--- config.mk ---
export PLATFORM = sky130hd
export DESIGN_NAME = updown_count_field
export DESIGN_NICKNAME = d
export VERILOG_FILES = /design/src/rtl/updown_pkg.sv /design/src/rtl/updown_step_sel.sv /design/src/rtl/updown_next_calc.sv /design/src/rtl/updown_count_field.sv
export SDC_FILE = /design/constraint.sdc
export NUM_CORES = 1
export LEC_CHECK = 0
export ABC_AREA = 1
export BUFFER_PORTS_ARGS = -buffer_cell sky130_fd_sc_hd__buf_4
export CAP_MARGIN = 20
export CORE_UTILIZATION = 48
export DETAILED_ROUTE_END_ITERATION = 12
export PLACE_DENSITY_LB_ADDON = 0.12
export SETUP_SLACK_MARGIN = 0.05
export SKIP_CTS_REPAIR_TIMING = 1
export SLEW_MARGIN = 40
export SYNTH_ARGS = -nofsm -noshare
export SYNTH_HDL_FRONTEND = slang
export SYNTH_SLANG_ARGS = --single-unit
export TNS_END_PERCENT = 10
--- constraint.sdc ---
create_clock -name clk -period 2.7 [get_ports clk]
set_input_delay 0.135 -clock clk [delete_from_list [all_inputs] [get_ports clk]]
set_output_delay 0.135 -clock clk [all_outputs]
set_load 0.01 [all_outputs]
--- src/rtl/updown_pkg.sv ---
package updown_pkg;

  // Where a direction takes its step from.
  typedef enum logic [1:0] {
    STEP_UNIT  = 2'd0,  // step of one
    STEP_FIXED = 2'd1,  // constant parameter, zero ties the direction off
    STEP_INPUT = 2'd2   // variable-width input port
  } step_src_e;

endpackage

--- src/rtl/updown_step_sel.sv ---
module updown_step_sel #(
  parameter updown_pkg::step_src_e SRC = updown_pkg::STEP_UNIT,
  parameter int CONST_VAL = 1,
  parameter int STEP_W    = 1,
  parameter int WIDTH     = 8
) (
  input  logic              strobe_i,
  input  logic [STEP_W-1:0] step_i,
  output logic              active_o,
  output logic [WIDTH-1:0]  amount_o
);

  generate
    case (SRC)
      updown_pkg::STEP_INPUT: begin : g_port
        assign active_o = strobe_i;
        assign amount_o = WIDTH'(step_i);
      end
      updown_pkg::STEP_FIXED: begin : g_fixed
        logic unused_step;
        assign unused_step = ^step_i;
        if (CONST_VAL == 0) begin : g_tied
          logic unused_strobe;
          assign unused_strobe = strobe_i;
          assign active_o = 1'b0;
          assign amount_o = '0;
        end else begin : g_live
          assign active_o = strobe_i;
          assign amount_o = WIDTH'(CONST_VAL);
        end
      end
      default: begin : g_unit
        logic unused_step;
        assign unused_step = ^step_i;
        assign active_o = strobe_i;
        assign amount_o = WIDTH'(1);
      end
    endcase
  endgenerate

endmodule

--- src/rtl/updown_next_calc.sv ---
module updown_next_calc #(
  parameter int WIDTH  = 8,
  parameter int UPPER  = 255,
  parameter int LOWER  = 0,
  parameter bit SAT_UP = 1'b0,
  parameter bit SAT_DN = 1'b0
) (
  input  logic [WIDTH-1:0] cnt_i,
  input  logic             inc_act_i,
  input  logic [WIDTH-1:0] inc_amt_i,
  input  logic             dec_act_i,
  input  logic [WIDTH-1:0] dec_amt_i,
  output logic [WIDTH-1:0] result_o,
  output logic             above_o,
  output logic             below_o
);

  // Two extra bits hold the sum of two full-scale values and a sign.
  localparam int EXT = WIDTH + 2;
  localparam logic signed [EXT-1:0] UP_S = EXT'(UPPER);
  localparam logic signed [EXT-1:0] LO_S = EXT'(LOWER);

  logic [WIDTH-1:0]        inc_v, dec_v;
  logic signed [EXT-1:0]   net;
  logic [WIDTH-1:0]        wrapped;

  assign inc_v   = inc_act_i ? inc_amt_i : '0;
  assign dec_v   = dec_act_i ? dec_amt_i : '0;
  assign net     = $signed({2'b00, cnt_i}) + $signed({2'b00, inc_v})
                 - $signed({2'b00, dec_v});
  assign wrapped = net[WIDTH-1:0];
  assign above_o = net > UP_S;
  assign below_o = net < LO_S;

  generate
    if (SAT_UP && SAT_DN) begin : g_sat_both
      assign result_o = above_o ? WIDTH'(UPPER) : below_o ? WIDTH'(LOWER) : wrapped;
    end else if (SAT_UP) begin : g_sat_up
      assign result_o = above_o ? WIDTH'(UPPER) : wrapped;
    end else if (SAT_DN) begin : g_sat_dn
      assign result_o = below_o ? WIDTH'(LOWER) : wrapped;
    end else begin : g_wrap
      assign result_o = wrapped;
    end
  endgenerate

endmodule

--- src/rtl/updown_count_field.sv ---
module updown_count_field #(
  parameter int WIDTH = 8,
  parameter updown_pkg::step_src_e INC_SRC = updown_pkg::STEP_INPUT,
  parameter int INC_CONST   = 1,
  parameter int INC_AMT_W   = 4,
  parameter updown_pkg::step_src_e DEC_SRC = updown_pkg::STEP_FIXED,
  parameter int DEC_CONST   = 3,
  parameter int DEC_AMT_W   = 1,
  parameter bit UP_SAT_EN   = 1'b1,
  parameter int UP_SAT_VAL  = 200,  // -1: all ones
  parameter bit DN_SAT_EN   = 1'b1,
  parameter int DN_SAT_VAL  = 5,    // -1: zero
  parameter bit HI_MARK_EN  = 1'b1,
  parameter int HI_MARK_VAL = 150,  // -1: all ones
  parameter bit LO_MARK_EN  = 1'b1,
  parameter int LO_MARK_VAL = 10,
  parameter bit HW_WINS     = 1'b0,
  parameter int RST_VAL     = 20
) (
  input  logic                 clk,
  input  logic                 rst,
  input  logic                 inc_pulse_i,
  input  logic [INC_AMT_W-1:0] inc_amt_i,
  input  logic                 dec_pulse_i,
  input  logic [DEC_AMT_W-1:0] dec_amt_i,
  input  logic [WIDTH-1:0]     upd_mask_i,
  input  logic                 wr_en_i,
  input  logic [WIDTH-1:0]     wr_data_i,
  output logic [WIDTH-1:0]     count_o,
  output logic                 hi_mark_o,
  output logic                 lo_mark_o,
  output logic                 over_o,
  output logic                 under_o
);

  localparam int MAXV  = (1 << WIDTH) - 1;  // WIDTH up to 30
  localparam int UP_I  = (UP_SAT_EN && UP_SAT_VAL >= 0) ? UP_SAT_VAL : MAXV;
  localparam int LO_I  = (DN_SAT_EN && DN_SAT_VAL >= 0) ? DN_SAT_VAL : 0;
  localparam int HI_I  = (HI_MARK_VAL < 0) ? MAXV : HI_MARK_VAL;
  localparam int LOM_I = (LO_MARK_VAL < 0) ? 0 : LO_MARK_VAL;
  localparam logic [WIDTH-1:0] UPPER   = WIDTH'(UP_I);
  localparam logic [WIDTH-1:0] LOWER   = WIDTH'(LO_I);
  localparam logic [WIDTH-1:0] HI_MARK = WIDTH'(HI_I);
  localparam logic [WIDTH-1:0] LO_MARK = WIDTH'(LOM_I);
  localparam logic [WIDTH-1:0] RST_CNT = WIDTH'(RST_VAL);
  localparam bit HI_RST = HI_MARK_EN && (RST_CNT >= HI_MARK);
  localparam bit LO_RST = LO_MARK_EN && (RST_CNT <= LO_MARK);

  generate
    if (INC_SRC == updown_pkg::STEP_FIXED && INC_CONST == 0 &&
        DEC_SRC == updown_pkg::STEP_FIXED && DEC_CONST == 0) begin : g_bad_cfg
      $error("updown_count_field: both step directions are forced to zero");
    end
  endgenerate

  logic             inc_act, dec_act;
  logic [WIDTH-1:0] inc_amt, dec_amt;
  logic [WIDTH-1:0] calc_res;
  logic             calc_above, calc_below;
  logic             hw_upd, sw_take, hw_take;
  logic [WIDTH-1:0] count_q, count_d, masked_res;
  logic             hi_q, hi_d, lo_q, lo_d, over_q, under_q;

  updown_step_sel #(
    .SRC(INC_SRC), .CONST_VAL(INC_CONST), .STEP_W(INC_AMT_W), .WIDTH(WIDTH)
  ) u_inc_sel (
    .strobe_i(inc_pulse_i), .step_i(inc_amt_i),
    .active_o(inc_act), .amount_o(inc_amt)
  );

  updown_step_sel #(
    .SRC(DEC_SRC), .CONST_VAL(DEC_CONST), .STEP_W(DEC_AMT_W), .WIDTH(WIDTH)
  ) u_dec_sel (
    .strobe_i(dec_pulse_i), .step_i(dec_amt_i),
    .active_o(dec_act), .amount_o(dec_amt)
  );

  updown_next_calc #(
    .WIDTH(WIDTH), .UPPER(UP_I), .LOWER(LO_I),
    .SAT_UP(UP_SAT_EN), .SAT_DN(DN_SAT_EN)
  ) u_calc (
    .cnt_i(count_q),
    .inc_act_i(inc_act), .inc_amt_i(inc_amt),
    .dec_act_i(dec_act), .dec_amt_i(dec_amt),
    .result_o(calc_res), .above_o(calc_above), .below_o(calc_below)
  );

  // Precedence between the software write and a counter update.
  assign hw_upd     = inc_act | dec_act;
  assign sw_take    = wr_en_i & (~HW_WINS | ~hw_upd);
  assign hw_take    = hw_upd & (HW_WINS | ~wr_en_i);
  assign masked_res = (calc_res & upd_mask_i) | (count_q & ~upd_mask_i);

  always_comb begin
    count_d = count_q;
    if (sw_take)      count_d = wr_data_i;
    else if (hw_take) count_d = masked_res;
  end

  generate
    if (HI_MARK_EN) begin : g_hi
      assign hi_d = count_d >= HI_MARK;
    end else begin : g_hi_off
      assign hi_d = 1'b0;
    end
    if (LO_MARK_EN) begin : g_lo
      assign lo_d = count_d <= LO_MARK;
    end else begin : g_lo_off
      assign lo_d = 1'b0;
    end
  endgenerate

  always_ff @(posedge clk) begin
    if (rst) begin
      count_q <= RST_CNT;
      hi_q    <= HI_RST;
      lo_q    <= LO_RST;
      over_q  <= 1'b0;
      under_q <= 1'b0;
    end else begin
      count_q <= count_d;
      hi_q    <= hi_d;
      lo_q    <= lo_d;
      over_q  <= hw_take & calc_above;
      under_q <= hw_take & calc_below;
    end
  end

  assign count_o   = count_q;
  assign hi_mark_o = hi_q;
  assign lo_mark_o = lo_q;
  assign over_o    = over_q;
  assign under_o   = under_q;

  // ---------------- assertions ----------------
  p_idle_hold_r2: assert property (@(posedge clk) disable iff (rst)
    (!inc_act && !dec_act && !wr_en_i) |=> $stable(count_q));

  p_pulse_excl_r6: assert property (@(posedge clk) disable iff (rst)
    !(over_q && under_q));

  p_over_cause_r6: assert property (@(posedge clk) disable iff (rst)
    over_q |-> $past(hw_upd));

  p_mask_keep_r8: assert property (@(posedge clk) disable iff (rst)
    (hw_take && !wr_en_i) |=>
      ((count_q & ~$past(upd_mask_i)) == ($past(count_q) & ~$past(upd_mask_i))));

  p_write_load_r9: assert property (@(posedge clk) disable iff (rst)
    (wr_en_i && !(HW_WINS && hw_upd)) |=> (count_q == $past(wr_data_i)));

  generate
    if (UP_SAT_EN) begin : g_chk_up
      p_upper_clamp_r3: assert property (@(posedge clk) disable iff (rst)
        (hw_take && (&upd_mask_i) && !wr_en_i) |=> (count_q <= UPPER));
    end
    if (DN_SAT_EN) begin : g_chk_dn
      p_lower_clamp_r4: assert property (@(posedge clk) disable iff (rst)
        (hw_take && (&upd_mask_i) && !wr_en_i) |=> (count_q >= LOWER));
    end
  endgenerate

endmodule

==> metrics.md, run 1 <==
| Metric | Value |
|---|---|
| Dpl ws | `-0.389 ns` |
| Reg area | `244 µm²` |
| Vias per Instance | `5.05` |
| Share of cells above drive strength 1 | `38.4%` |
| GPL Wtd Cong | `0.822` |
| Die X | `57.0 µm` |
| Hold Path Stages | `2` |
| Status | `finished with violations` |
| Share of the synthesized area in the top cell type | `17.1%` |
| Total gr overflow | `0` |
| Diode count | `0` |
| Critical path's slowest cell | `fa_1` |
| Clock transition at path regs | `~0.09 ns` |
| Synthesized net count | `275` |
| Cell count after placement | `324` |
| Ranking of synthesized cells by area | `nand2_1, dfxtp_1, nand3_1` |
| Final hold violations | `0` |
| Initial antenna violation count | `0` |
| Hold crit path type | `in -> reg` |
| Maximum vdd drop | `roughly 290 µV` |
| Max incr delay on CP | `~0.46 ns` |
| RSZ-0062 raised after global routing | `true` |
| Post-synth EDFFs | `0` |
| Die Ht | `around 57 µm` |
| Crit Path Class | `reg -> reg` |
| DRT iter0 DRCs | `a little under 90` |
| FILL cells | `between 200 and 250` |
| Distinct cells, synth | `33` |
| Total power | `0.814 mW` |
| Reg2Reg Setup Slack | `-0.31 ns` |
| Hold Startpoint | `rst` |
| # setup viols final | `10` |
| Comb pwr share | `55.9%` |
| Non-filler cells, final | `328` |
| Largest net degree at the start of global routing | `13` |
| Area delta synth->final | `36.9%` |
| Sw frac | `41.5%` |
| Root Driver | `clkbuf_4` |
| Gr usage total | `26.0%` |
| Site Rows | `19` |
| Max Buffers Root-to-Sink | `2` |
| Post-synth top area cell | `nand2_1` |
| Clock power share | `18.9%` |
| WL final | `3780 µm` |
| DP Wirelength | `3210 µm` |
| Power Density | `410 mW/mm²` |
| CP startpoint kind | `flip-flop` |
| Register share of total power | `25.2%` |
| Max Transition Viols Final | `0` |
| Syn Std Cell Area | `0.00145 mm²` |
| Yosys reg bits | `12` |
| Drt pass-1 iters | `4` |
| Worst Slack Setup Final | `-0.312 ns` |
| Sw Pwr | `0.338 mW` |
| Period utilisation layout | `112%` |
| Synth async-reset ratio | `0%` |
| Final setup TNS | `-1.84 ns` |
| Critical-path cell list | `ha_4, inv_1, fa_1, fa_1, a21boi_2, nand3_4, xor2_2, nand3_2, inv_2, nand3_4, nand2_4, inv_4, nand2_2, nand3_2, nand2_2, nand2_1, nor2_2, nand2_1, nor2_1` |
| Worst path arrival time | `around 3.2 ns` |
| Least-Margin Pin Slew | `0.322 ns` |
| CTS buffer count | `3` |
| Slew HR | `78.5%` |
| CP endpoint kind | `flip-flop` |
| Main synth FF type | `dfxtp_1` |
| Max Clk Rate | `332 MHz` |
| Routed vias | `1658` |
| Syn avg cell area | `6.02 µm²` |
| Cells after synthesis | `241` |
| CTS tree | `built` |
| Max cap viols | `0` |
| Die area | `about 0.0032 mm²` |
| Share of the yosys chip area belonging to registers | `16.6%` |
| Area occupied by multi-input gates | `0.00110 mm²` |
| Failing checks | `setup timing` |
| Worst reg2reg path depth | `19` |
| Crit Reg-Reg Startpoint | `count_o[0]$_SDFF_PP0_` |
| IO Pins | `38` |
| Worst reg2reg path endpoint | `lo_mark_o$_SDFF_PP0_` |
| Pint | `about 0.48 mW` |
| First-pass GRT wire length | `6630 µm` |
| Worst EP required | `2.93 ns` |
| Initial core utilization | `between 50% and 60%` |
| Core area | `~0.0028 mm²` |
| Clock Latency Late Sink | `0.29 ns` |
| Antenna-violating nets left | `0` |
| Tmin final | `3.01 ns` |
| CTS Sinks | `12` |
| Nets | `332` |
| CP Max Fanout | `5` |
| List of most frequent post-synthesis cells | `nand2_1, inv_1, nand3_1` |
| Number of global-route vias before repair | `1592` |
| I/O Buffers | `36` |
| Final Skew | `between 0.006 and 0.007 ns` |
| H-tree depth | `1` |
| Most frequent cell after synthesis | `nand2_1` |
| Drt drc | `0` |
| Worst Hold End | `under_o$_SDFF_PP0_` |
| Post-DR wirelength/cell | `11.5 µm` |
| Static leakage power | `1.09 nW` |
| Yosys Warn Count | `0` |
==> critical path: cells and delay by family (launching register included) <==
family          cells  cell delay [ns]
flops               1             0.36
fa+ha+maj           3             1.04
buf+inv             3             0.20
simple gates       11             0.93
compound gates      1             0.20
xor+xnor            1             0.23
==> cell usage in the layout (no fill, tap or decap), types with 2 or more instances in the layout <==
master and count:
a21oi_1 5, dfxtp_1 11, nand3_1 26, nor2_2 4, nor2_4 3, nand2_1 63
nand3_2 6, nand2_2 18, nor2_1 21, inv_1 31, or2_2 2, nand4_1 4
o22ai_1 3, nand3_4 2, clkbuf_4 3, ha_1 5, fa_1 2, buf_4 56
a21boi_2 2, inv_2 6, nand2_4 4, o21ai_0 6, nor3_1 2
==> state kept, by name, summed over array words and instances, names as in the netlist <==
signal	flops
lo_mark_o	1
count_o	8
under_o	1
over_o	1
hi_mark_o	1
==> worst max path at each step <==
stage / end / startpoint / slack [ns] / cells past startpoint
detailed placement: lo_mark_o$_SDFF_PP0_ / inc_pulse_i / -0.39 / 27
global placement: lo_mark_o$_SDFF_PP0_ / inc_pulse_i / -0.31 / 22
floorplan: lo_mark_o$_SDFF_PP0_ / count_o[0]$_SDFF_PP0_ / -0.13 / 24
global route: lo_mark_o$_SDFF_PP0_ / count_o[0]$_SDFF_PP0_ / -0.54 / 24
CTS: lo_mark_o$_SDFF_PP0_ / count_o[0]$_SDFF_PP0_ / -0.42 / 24
finish: lo_mark_o$_SDFF_PP0_ / count_o[0]$_SDFF_PP0_ / -0.31 / 19
==> layer usage <==
layer | global-route usage (%) | routed length (µm)
met5 | 0 | 0
met4 | 11.8 | 69
met3 | 1.59 | 90
met2 | 42.5 | 1750
met1 | 35.2 | 1860
==> power groups by stage <==
| stage | Clock (mW) | Sequential [mW] | Combinational, mW |
|---|---|---|---|
| floorplan | 0 | 0.213 | 0.271 |
| global placement | 0 | 0.209 | 0.424 |
| detailed placement | 0 | 0.209 | 0.432 |
| CTS | 0.151 | 0.205 | 0.435 |
| global route | 0.163 | 0.208 | 0.505 |
| finish | 0.154 | 0.205 | 0.455 |
==> final cells by class <==
type,instances,area share [%]
clock buffers,4,1.83
well taps,31,1.95
flip-flops and latches,12,12.3
repair buffers,56,21.2
multi-input cells,187,55.5
inverters,38,7.31
==> stage by stage <==
stage / hold WS, ns / util (%) / instance area (µm²)
2_1_floorplan: 0.306 / - / 1470
3_3_place_gp: 0.375 / 68.0 / 1910
3_5_place_dp: 0.381 / 68.0 / 1910
4_1_cts: 0.0784 / 69.3 / 1940
5_1_grt: 0.0697 / 70.8 / 1990
6_report: 0.0791 / 70.8 / 1990
==> cells by family after synthesis <==
kind of cell	after synthesis	synth area share (%)
DFF	12	16.6
buffers and inverters	42	11.4
AOI/OAI and AO/OA	21	8.97
adders and majority gates	8	7.94
xor gates and xnor gates	2	1.73
and+or+nand+nor	156	53.4
(Power assumes the default switching activity.)
==> inputs of run 2 (changes only) <==
--- a/config.mk
+++ b/config.mk
@@ -6,10 +6,11 @@
 export NUM_CORES = 1
 export LEC_CHECK = 0
 export ABC_AREA = 1
-export BUFFER_PORTS_ARGS = -buffer_cell sky130_fd_sc_hd__buf_4
 export CAP_MARGIN = 20
-export CORE_UTILIZATION = 48
+export CORE_UTILIZATION = 57
+export CTS_CLUSTER_SIZE = 25
 export DETAILED_ROUTE_END_ITERATION = 12
+export DONT_BUFFER_PORTS = 1
 export PLACE_DENSITY_LB_ADDON = 0.12
 export SETUP_SLACK_MARGIN = 0.05
 export SKIP_CTS_REPAIR_TIMING = 1
==> run 2 against run 1 <==
  * The flow still finishes with violations (setup timing)
  * Worst hold slack got worse by 0.039 ns
  * Critical endpoint unchanged
  * Via count decreased by 5.2%
  * Critical path depth increased by 2
  * Total power decreased by 1.5%
  * Fmax decreased by 3.1%
  * Clock-buffer cell count unchanged
  * Die area decreased by 15%
  * Routed wire length increased by 3.4%
==> metrics.md, run 2 (synthesis gave the netlist of run 1 again) <==
| Metric | Value |
|---|---|
| Tmin final | `3.11 ns` |
| Die area | `between 0.002 and 0.003 mm²` |
| Maximum vdd drop | `384 µV` |
| Max cap viols | `0` |
| Commonest non-fill, non-tap cells in the layout | `nand2_1, inv_1, buf_4, nand2_2, nor2_1` |
| Period utilisation layout | `115%` |
| CP endpoint kind | `flip-flop` |
| Worst Slack Setup Final | `-0.407 ns` |
| Routed vias | `1571` |
| First-pass GRT wire length | `5730 µm` |
| Drt drc | `0` |
| Hold crit path type | `in -> reg` |
| Initial antenna violation count | `0` |
| Failing checks | `setup timing` |
| Die X | `roughly 52 µm` |
| RSZ-0062 raised after global routing | `true` |
| Post-DR wirelength/cell | `13.4 µm` |
| Clock transition at path regs | `~0.080 ns` |
| Vias per Instance | `5.38` |
| H-tree depth | `1` |
| DRT iter0 DRCs | `44` |
| Nets | `around 300` |
| GPL Wtd Cong | `0.845` |
| Initial core utilization | `63.1%` |
| Max reg flops | `8` |
| Dpl ws | `-0.350 ns` |
| Site Rows | `17` |
| CP Max Fanout | `3` |
| Root Driver | `clkbuf_4` |
| CP startpoint kind | `flip-flop` |
| Max Clk Rate | `322 MHz` |
| Most common cell after layout, fill and taps aside | `nand2_1` |
| Gr usage total | `28.0%` |
| Least-Margin Pin Slew | `0.368 ns` |
| WHS | `between 0.04 and 0.05 ns` |
| # setup viols final | `12` |
| Crit Path Class | `reg -> reg` |
| Slew HR | `75.4%` |
| DP Wirelength | `2820 µm` |
| Die Ht | `52.4 µm` |
| Number of global-route vias before repair | `1353` |
| CTS Sinks | `12` |
| Max Buffers Root-to-Sink | `2` |
| Non-filler cells, final | `292` |
| Status | `finished with violations` |
| Clock Latency Late Sink | `between 0.2 and 0.3 ns` |
| WL final | `3910 µm` |
| Total gr overflow | `0` |
| Layout Utilization | `79.2%` |
| Area delta synth->final | `25.5%` |
| Diode count | `0` |
| Worst EP required | `about 2.9 ns` |
| Static leakage power | `about 0.94 nW` |
| Worst path arrival time | `3.28 ns` |
| Max Transition Viols Final | `0` |
| CTS tree | `built` |
| Final Skew | `0.00586 ns` |
| I/O Buffers | `0` |
| Cell count after placement | `roughly 280` |
| Core area | `between 0.002 and 0.0025 mm²` |
| CTS buffer count | `3` |
| Final hold violations | `0` |
| Drt pass-1 iters | `4` |
| Share of cells above drive strength 1 | `36.4%` |
| Final setup TNS | `-2.85 ns` |
| Antenna-violating nets left | `0` |
| Power Density | `441 mW/mm²` |
| FILL cells | `176` |
| Largest net degree at the start of global routing | `13` |
| IO Pins | `38` |
## run 2: changes by cell type in the layout (fill, tap and decap cells not counted), sizes merged
| cell | previous run | this run |
|---|---|---|
| dlygate4sd3 | 0 | 1 |
| buf | 56 | 22 |
| clkinv | 0 | 1 |
| inv | 38 | 37 |
## run 2: stage by stage
stage               instance area [µm²]  power [mW]
global route                       1820       0.855
detailed placement                 1620       0.581
global placement                   1620       0.579
CTS                                1650       0.726
floorplan                          1470       0.484
finish                             1820       0.802
## run 2: final timing paths
check / slack, ns / start / cells after the start / end
worst min register to register: 0.80 / count_o[3]$_SDFF_PP0_ / 4 / count_o[3]$_SDFF_PP0_
worst max register to register: -0.41 / count_o[0]$_SDFF_PP0_ / 21 / lo_mark_o$_SDFF_PP0_
worst min-delay path: 0.04 / wr_en_i / 2 / count_o[6]$_SDFF_PP0_
worst max-delay path: -0.41 / count_o[0]$_SDFF_PP0_ / 21 / lo_mark_o$_SDFF_PP0_
## run 2: final cells by class
| type | instances | area (µm²) | share of cell area (%) |
|---|---|---|---|
| clock buffer | 4 | 36.3 | 1.99 |
| inverter | 38 | 145 | 7.98 |
| multi-input combinational | 187 | 1180 | 64.9 |
| sequential | 12 | 244 | 13.4 |
| tap | 28 | 35.0 | 1.93 |
| timing repair buffer | 23 | 179 | 9.83 |
## run 2: report_power, final
group / total, mW / switching, mW / internal [mW]
clock network: 0.148 / 0.0661 / 0.0821
logic: 0.443 / 0.262 / 0.182
registers: 0.210 / 0.0194 / 0.191
## run 2: critical path, cell delays in order (launching register included)
cell and delay, ns:
dfxtp_4 0.36, ha_4 0.12, inv_2 0.03, fa_1 0.52, inv_1 0.06, ha_1 0.26, inv_1 0.05, o21bai_1 0.09
nor2_2 0.14, buf_4 0.14, nand3_2 0.10, nor2_2 0.13, nand2_2 0.09, nand3_2 0.08, nand2_2 0.09, nand3_4 0.12
buf_6 0.12, nand4_1 0.12, nand2_1 0.13, nand3_1 0.08, a21oi_1 0.14, nor2_1 0.06
## run 2: per-layer routing
layer / track usage (%) / up-vias / wire (µm)
li1: - / 807 / -
met1: 38.5 / 715 / 1790
met2: 46.2 / 43 / 1860
met3: 2.32 / 6 / 214
met4: 7.89 / 0 / 45
met5: 0 / - / 0
